<file path="src/rtl/blkxfer_pkg.sv">
package blkxfer_pkg;
  typedef enum logic [1:0] {
    WALK_INC_AFTER  = 2'b00,
    WALK_INC_BEFORE = 2'b01,
    WALK_DEC_AFTER  = 2'b10,
    WALK_DEC_BEFORE = 2'b11
  } walk_mode_t;
endpackage

</file>
<file path="src/rtl/blkxfer_plan.sv">
// Computes the start and writeback addresses of one block transfer.
module blkxfer_plan
  import blkxfer_pkg::*;
#(
  parameter int NREG       = 16,
  parameter int AW         = 32,
  parameter int WORD_BYTES = 4
) (
  input  logic [AW-1:0]   base_al,
  input  logic [NREG-1:0] reg_list,
  input  walk_mode_t      mode,
  output logic [AW-1:0]   first_addr,
  output logic [AW-1:0]   final_addr
);
  localparam int CNTW = $clog2(NREG + 1);
  localparam int ALB  = $clog2(WORD_BYTES);
  localparam logic [AW-1:0] STEP = AW'(WORD_BYTES);

  logic [CNTW-1:0] count;
  logic [AW-1:0]   span;

  always_comb begin
    count = '0;
    for (int i = 0; i < NREG; i++) begin
      count = count + CNTW'(reg_list[i]);
    end
  end

  assign span = AW'(count) << ALB;

  always_comb begin
    unique case (mode)
      WALK_INC_AFTER:  first_addr = base_al;
      WALK_INC_BEFORE: first_addr = base_al + STEP;
      WALK_DEC_AFTER:  first_addr = base_al - span + STEP;
      default:         first_addr = base_al - span;
    endcase
    final_addr = mode[1] ? (base_al - span) : (base_al + span);
  end
endmodule

</file>
<file path="src/rtl/blkxfer_pick.sv">
// Finds the lowest pending register and the list that remains after it.
module blkxfer_pick #(
  parameter int NREG = 16
) (
  input  logic [NREG-1:0]         pending,
  output logic [$clog2(NREG)-1:0] idx,
  output logic [NREG-1:0]         pending_next
);
  localparam int IDXW = $clog2(NREG);

  always_comb begin
    idx = '0;
    for (int i = NREG - 1; i >= 0; i--) begin
      if (pending[i]) idx = IDXW'(i);
    end
  end

  assign pending_next = pending & (pending - NREG'(1));
endmodule

</file>
<file path="src/rtl/blkxfer_seq.sv">
module blkxfer_seq
  import blkxfer_pkg::*;
#(
  parameter int NREG       = 16,
  parameter int AW         = 32,
  parameter int WORD_BYTES = 4
) (
  input  logic                    clk,
  input  logic                    rst_n,
  input  logic                    start,
  input  logic [AW-1:0]           base_addr,
  input  logic [NREG-1:0]         reg_list,
  input  logic [1:0]              mode,
  input  logic                    is_load,
  input  logic                    wb_en,
  output logic                    xfer_valid,
  input  logic                    xfer_ready,
  output logic [$clog2(NREG)-1:0] xfer_reg,
  output logic [AW-1:0]           xfer_addr,
  output logic                    xfer_write,
  output logic                    busy,
  output logic                    done,
  output logic                    wb_valid,
  output logic [AW-1:0]           wb_addr
);
  localparam int IDXW = $clog2(NREG);
  localparam int ALB  = $clog2(WORD_BYTES);
  localparam logic [AW-1:0] STEP     = AW'(WORD_BYTES);
  localparam logic [AW-1:0] LOW_MASK = AW'(WORD_BYTES - 1);

  logic [AW-1:0]   base_al;
  logic [AW-1:0]   first_addr;
  logic [AW-1:0]   final_addr;
  logic [NREG-1:0] pend_q;
  logic [NREG-1:0] pend_next;
  logic [IDXW-1:0] pick_idx;
  logic [AW-1:0]   addr_q;
  logic [AW-1:0]   wb_q;
  logic            busy_q;
  logic            done_q;
  logic            wr_q;
  logic            wben_q;
  logic            take;
  logic            accept;

  assign base_al = base_addr & ~LOW_MASK;

  blkxfer_plan #(.NREG(NREG), .AW(AW), .WORD_BYTES(WORD_BYTES)) u_plan (
    .base_al    (base_al),
    .reg_list   (reg_list),
    .mode       (walk_mode_t'(mode)),
    .first_addr (first_addr),
    .final_addr (final_addr)
  );

  blkxfer_pick #(.NREG(NREG)) u_pick (
    .pending      (pend_q),
    .idx          (pick_idx),
    .pending_next (pend_next)
  );

  assign accept = start && !busy_q;
  assign take   = busy_q && xfer_ready;

  always_ff @(posedge clk) begin
    if (!rst_n) begin
      busy_q <= 1'b0;
      done_q <= 1'b0;
      pend_q <= '0;
      addr_q <= '0;
      wb_q   <= '0;
      wr_q   <= 1'b0;
      wben_q <= 1'b0;
    end else begin
      done_q <= 1'b0;
      if (accept) begin
        pend_q <= reg_list;
        addr_q <= first_addr;
        wb_q   <= final_addr;
        wr_q   <= !is_load;
        wben_q <= wb_en;
        if (reg_list == '0) done_q <= 1'b1;
        else                busy_q <= 1'b1;
      end else if (take) begin
        pend_q <= pend_next;
        addr_q <= addr_q + STEP;
        if (pend_next == '0) begin
          busy_q <= 1'b0;
          done_q <= 1'b1;
        end
      end
    end
  end

  assign xfer_valid = busy_q;
  assign xfer_reg   = pick_idx;
  assign xfer_addr  = addr_q;
  assign xfer_write = wr_q;
  assign busy       = busy_q;
  assign done       = done_q;
  assign wb_valid   = done_q && wben_q;
  assign wb_addr    = wb_q;

  // address climbs one word per accepted transfer
  assert_step_R3: assert property (@(posedge clk) disable iff (!rst_n)
    (xfer_valid && xfer_ready) |=> (!xfer_valid || xfer_addr == $past(xfer_addr) + STEP));

  // register indices strictly ascend within an operation
  assert_order_R3: assert property (@(posedge clk) disable iff (!rst_n)
    (xfer_valid && xfer_ready) |=> (!xfer_valid || xfer_reg > $past(xfer_reg)));

  // a stalled transfer keeps its fields
  assert_hold_R5: assert property (@(posedge clk) disable iff (!rst_n)
    (xfer_valid && !xfer_ready) |=> (xfer_valid && $stable(xfer_addr)
                                     && $stable(xfer_reg) && $stable(xfer_write)));

  // completion never overlaps an offered transfer
  assert_done_quiet_R6: assert property (@(posedge clk) disable iff (!rst_n)
    done |-> !xfer_valid);

  // writeback is only reported with completion
  assert_wb_with_done_R7: assert property (@(posedge clk) disable iff (!rst_n)
    wb_valid |-> done);

  // empty list completes in the next cycle without transfers
  assert_empty_R8: assert property (@(posedge clk) disable iff (!rst_n)
    (start && !busy && reg_list == '0) |=> (done && !xfer_valid));

  // offered addresses are word aligned
  assert_align_R9: assert property (@(posedge clk) disable iff (!rst_n)
    xfer_valid |-> (xfer_addr[ALB-1:0] == '0));
endmodule

</file>
<file path="config.mk">
export PLATFORM = sky130hd
export DESIGN_NAME = blkxfer_seq
export DESIGN_NICKNAME = d
export VERILOG_FILES = /design/src/rtl/blkxfer_pkg.sv /design/src/rtl/blkxfer_plan.sv /design/src/rtl/blkxfer_pick.sv /design/src/rtl/blkxfer_seq.sv
export SDC_FILE = /design/constraint.sdc
export NUM_CORES = 1
export LEC_CHECK = 0
export BUFFER_PORTS_ARGS = -buffer_cell sky130_fd_sc_hd__clkbuf_2
export CAP_MARGIN = 10
export CORE_UTILIZATION = 50
export CTS_CLUSTER_DIAMETER = 50
export CTS_CLUSTER_SIZE = 28
export DETAILED_ROUTE_END_ITERATION = 16
export GPL_TIMING_DRIVEN = 0
export MAX_ROUTING_LAYER = met4
export PLACE_DENSITY = 0.76
export REMOVE_ABC_BUFFERS = 1
export SYNTH_ARGS = -nofsm -noshare
export SYNTH_HDL_FRONTEND = slang
export SYNTH_SLANG_ARGS = --single-unit
</file>
<file path="constraint.sdc">
create_clock -name clk -period 16.8 [get_ports clk]
set_clock_uncertainty 0.1 [all_clocks]
set_input_delay 4.2 -clock clk [delete_from_list [all_inputs] [get_ports clk]]
set_output_delay 4.2 -clock clk [all_outputs]
set_load 0.005 [all_outputs]
</file>
==> Yosys cells after proc, flatten, opt, wreduce, memory -nomap -nowiden <==
Index checks and enable logic that the tools add are counted.
{ "op_classes": {"add_sub_neg": 21, "n_eq_ne": 3, "muxes": 30, "bitwise": 1, "n_reduce_logical": 11} }
{ "op_table": {"columns": ["operator", "n"], "rows": [
  ["adder 32 x 3 -> 32 bit, second input constant", 3],
  ["2-to-1 mux 32 bit", 3],
  ["case mux 32 bit (3 select lines)", 1],
  ["adder 5 x 1 -> 5 bit", 14],
  ["2-to-1 mux 4 bit", 16],
  ["adder 32 x 7 -> 32 bit", 1],
  ["zero test 16 bit", 2],
  ["2-to-1 mux 16 bit", 2],
  ["subtractor 32 x 7 -> 32 bit", 1],
  ["AND 16 bit", 1],
  ["subtractor 16 x 1 -> 16 bit, second input constant", 1],
  ["2-to-1 mux 1 bit", 8],
  ["nonzero test 2 bit", 2],
  ["logical AND 1 bit", 3],
  ["AND reduction 3 bit", 1],
  ["adder 1 x 1 -> 2 bit", 1],
  ["equality test 2 x 1 -> 1 bit, second input constant", 1],
  ["equality test 2 bit, second input constant", 1],
  ["zero test 1 bit", 2],
  ["zero test 2 bit", 1],
  ["!= test 2 bit, second input constant", 1]
]} }
{ "totals": {"ff_bits": 84, "input_bits": 56, "out_inout_bits": 73, "elab_cells": 73} }

==> Logic depth before layout (Yosys ltp) <==
{ "depth": {"ltp_word": 19, "ltp_mapped": 30, "mapped_depth_nobuf": 26} }

==> Hierarchy <==
From an unflattened synthesis, not the netlist that was laid out.
{ "hier_totals": {"hier_cells": 1167, "hier_area_um2": 8251.7} }
{ "modules_own_cells": {"columns": ["module", "n_inst", "cells_per_inst", "area_per_inst_um2", "seq_area_each_um2"], "rows": [
  ["blkxfer_plan", 1, 638, 4184.0, 0.0],
  ["blkxfer_seq", 1, 479, 3749.8, 1681.6],
  ["blkxfer_pick", 1, 50, 317.8, 0.0]
]} }

==> Worst setup path after synthesis <==
Ideal clock, no wire load.
{ "synth_timing": {"path_kind": "in2reg", "startpoint": "in reg_list[0]", "endpoint": "reg addr_q[27] (netlist: xfer_addr[27])", "setup_time_ns": 0.137, "arrival_ns": 10.811, "required_ns": 16.563, "path_slack_ns": 5.752, "path_stages": 21, "path_buffers": 1, "path_cell_list": "inv_1 > ha_1 > inv_1 > fa_1 > fa_1 > fa_1 > fa_1 > fa_1 > fa_1 > inv_1 > fa_1 > or2_2 > a211oi_1 > nor3_1 > a2111oi_0 > nand4_1 > or4b_1 > buf_2 > or4_1 > a31oi_1 > a211oi_1"} }
{ "synth_via": {"elab_chain_cells": 19} }
{ "synth_lines": {"columns": ["item", "line_no", "source"], "rows": [
  ["start: declaration", "blkxfer_seq.sv:12", "input logic [NREG-1:0] reg_list,"],
  ["adder 1 x 1 -> 2 bit *", "blkxfer_plan.sv:25", "count = count + CNTW'(reg_list[i]);"],
  ["adder 5 x 1 -> 5 bit * (14 in a row)", "blkxfer_plan.sv:25", null],
  ["subtractor 32 x 7 -> 32 bit *", "blkxfer_plan.sv:35, blkxfer_plan.sv:36", null],
  ["adder 32 x 3 -> 32 bit", "blkxfer_plan.sv:35", "WALK_DEC_AFTER: first_addr = base_al - span + STEP;"],
  ["case mux 32 bit (3 select lines) *", "blkxfer_plan.sv:32", "unique case (mode)"],
  ["2-to-1 mux 32 bit *", "blkxfer_seq.sv:76", "if (accept) begin"],
  ["end signal: assignment", "blkxfer_seq.sv:78", "addr_q <= first_addr;"],
  ["end signal: assignment", "blkxfer_seq.sv:86", "addr_q <= addr_q + STEP;"],
  ["end: declaration", "blkxfer_seq.sv:37", "logic [AW-1:0] addr_q;"]
]} }
Mark *: on every way between the ends. The rest lies on a longest branch, timed or not.
A chain may end at the register's enable or synchronous reset.

==> Worst setup path after layout <==
Ends and elaborated chain as after synthesis.

==> impl_metrics.toml <==
[worst_setup_path]
worstRegToRegCells = 9
r2r-end = "xfer_addr[24]"
critPathLaunchType = "input port"
r2r_start = "xfer_addr[6]"
worstSetupPathType = "input port to flop"
worstPathArrival_ns = 12.06
cp-end-kind = "flop"
r2r_slack_ns = 13.79
path_max_fanout = 9
critPathRequiredTime_ns = 16.89

[synthesis]
synth_xor_area_frac = 0.0975
synthTopCellsByArea = "dfxtp_1 20%, a21oi_1 7.6%, nand2_1 7.1%"
synth_top_family_by_area = "simple AND/OR/NAND/NOR gates"
yosysTopAreaCell = "dfxtp_1"
synth_commonest_cells = "148 x nand2_1, 118 x a21oi_1, 80 x dfxtp_1, 73 x nor2_1, 70 x clkbuf_1"
dominantRegCellSynth = "dfxtp_1"
synthMuxAreaShare = 0.00784
ys_ff_latch = 80
synth_cell_types = 79
yosysWarnings = 0
synth-simple-area-share = 0.293
syn_area_mm2 = 0.00782
seq_area_frac_synth = 0.205
synth-edff-count = 0
yosysMostFrequentCell = "nand2_1"
syn-instance-count = 1118
synth_fa_ha_area_frac = 0.0698
synth_top_area_share = 0.205
synth-compound-area-share = 0.255
async_reset_ff_frac = 0
avgSynthCellArea_um2 = 6.99

[power_and_ir_drop]
ir_drop_mv = 0.0715
swShare = 0.438
pwr-share-seq = 0.261
clkPwrFrac = 0.218
p_int_w = 0.000502
p_leak_nw = 3.28
p_sw_w = 0.000391
combPwrFrac = 0.521
powerDensity_mw_per_mm2 = 103

[clock_tree]
post_cts_buffers = 0
cts_sinks = 80
cts_resized = 0
cts_tree = "done"
cts_buffers = 9
clock_latency_ns = 0.35
clk_pin_slew_worst_paths_ns = 0.06
hold_buffers = 0
root_buffer = "clkbuf_16"
cts_max_path_buffers = 2
htreeDepth = 3

[global_routing]
antenna_found_initial = 0
grt_pass1_wl_mm = 40.3
grt_overflow_total = 0
grt_pass1_vias = 7729
use_met3 = 0.0469
grt_busiest_layer = "met2"
met2_usage = 0.487
grt_max_degree = 81
grtUsageTotal = 0.323
grt_util_met1 = 0.430

[detailed_routing]
wl_mm = 24.9
vias = 8670
drtPass1Iterations = 5
vias_per_cell = 6.39
routedWlPerCell_um = 18.3
drc_errors = 0
antenna_left = 0
drtIter0Drc = 907

[sta]
worst_pin_slew_ns = 1.19
fmax_mhz = 83.6
setup_slack_ns = 4.83
hold_viol_final = 0
min_period_ns = 11.97
rsz0062_at_grt = "no"
setup_viol = 0
slew_viol_final = 0
setup-tns-final_ns = 0
fin_crit_sh = 0.712
maxSlewHeadroom = 0.204

[floorplan]
ios = 129
std_cell_rows = 45
start_util = 0.514
die-area_mm2 = 0.0161
core_area_mm2 = 0.0152
die_h_um = 127
die_x_um = 127

[status]
status = "completed"

[min_path]
hold_start = "wb_addr[4]"
holdPathEnd = "wb_addr[4]"
holdPathStages = 2
hold_class = "flop to flop"

[layout]
antenna_cells = 0
drive_gt1_frac = 0.141
final_net_count = 1254
layoutNonFillerInstCount = 1357
area_growth_syn_to_layout_pct = 10.8

[place]
dpl.hpwl_mm = 17.9
post-place-ws_ns = 4.59
dp.cells = 1340
io_buffer_count = 122
place_congestion = 0.971

[job]
maxCapViolCount = 0
[critical path, cell delays in order]
cell and delay (ns):
clkbuf_2 0.12, inv_1 0.06, ha_1 0.29, inv_1 0.07
fa_1 0.43, fa_1 0.52, fa_1 0.54, fa_1 0.43
fa_1 0.44, fa_1 0.53, inv_1 0.10, fa_1 0.50
or2_2 0.32, a211oi_1 0.29, nor3_1 0.11, a2111oi_0 0.95
nand4_1 0.62, or4b_1 0.80, or4_1 0.44, a31oi_1 0.23
a211oi_1 0.08
[power by group through the flow]
stage          clock, W  sequential [W]  combinational [W]
6_report       0.000195        0.000233           0.000465
4_1_cts        0.000197        0.000233           0.000457
3_3_place_gp          0        0.000236           0.000443
2_1_floorplan         0        0.000233           0.000324
3_5_place_dp          0        0.000237           0.000455
5_1_grt        0.000206        0.000236           0.000518
[routing by layer]
metal  wire length (um)  up-vias
met5                  0        -
met4                845        0
met3               2120       74
met2              11100      436
met1              10800     4028
li1                   -     4132
[through the flow]
step                area, um2  total power [W]   util  hold WS (ns)
floorplan                7440         0.000558      -         0.332
global placement         8290         0.000679  0.545         0.339
detailed placement       8370         0.000691  0.551         0.343
CTS                      8660         0.000887  0.569         0.349
global route             8660         0.000961  0.570         0.370
finish                   8660         0.000893  0.570         0.346
[cell usage in the layout (no fill, tap or decap), types with 21 or more instances in the layout]
master / Yosys / layout
inv_1: 44 / 43
nand2_1: 148 / 148
xor2_1: 34 / 34
nor3_1: 49 / 49
a211oi_1: 22 / 22
clkbuf_2: 1 / 123
ha_1: 22 / 21
a21oi_1: 118 / 118
xnor2_1: 53 / 53
nor4_1: 23 / 23
dfxtp_1: 80 / 80
nand3_1: 37 / 37
nor2_1: 73 / 73
o21ai_0: 53 / 53
[sequential cells by signal (all words and copies together) (netlist names)]
register	count
xfer_addr	30
wb_addr	30
pend_q	16
done	1
wben_q	1
xfer_write	1
busy	1
[worst max-delay path by stage]
stage	cells after the start	start	to	slack, ns
2_1_floorplan	20	reg_list[0]	xfer_addr[27]	5.70
3_3_place_gp	21	reg_list[0]	xfer_addr[27]	4.71
3_5_place_dp	21	reg_list[0]	xfer_addr[27]	4.59
4_1_cts	21	reg_list[0]	xfer_addr[27]	4.96
5_1_grt	21	reg_list[0]	xfer_addr[27]	4.41
6_report	21	reg_list[0]	xfer_addr[27]	4.83
[cell type report]
| class | count | area [um2] |
|---|---|---|
| clock inverters | 2 | 12.5 |
| flip-flops and latches | 80 | 1600 |
| clock buffers | 14 | 274 |
| well taps | 188 | 235 |
| inverters | 46 | 173 |
| fillers | 1458 | 6540 |
| multi-input cells | 901 | 5680 |
| repair buffers | 126 | 683 |
[cells by family after synthesis]
kind of cell / Yosys count
xor+xnor: 87
flops: 80
buf+inv: 140
compound gates: 313
mux: 6
simple gates: 454
fa+ha+maj: 37
other cells: 1
No activity file was read; power rests on OpenSTA's default activity.
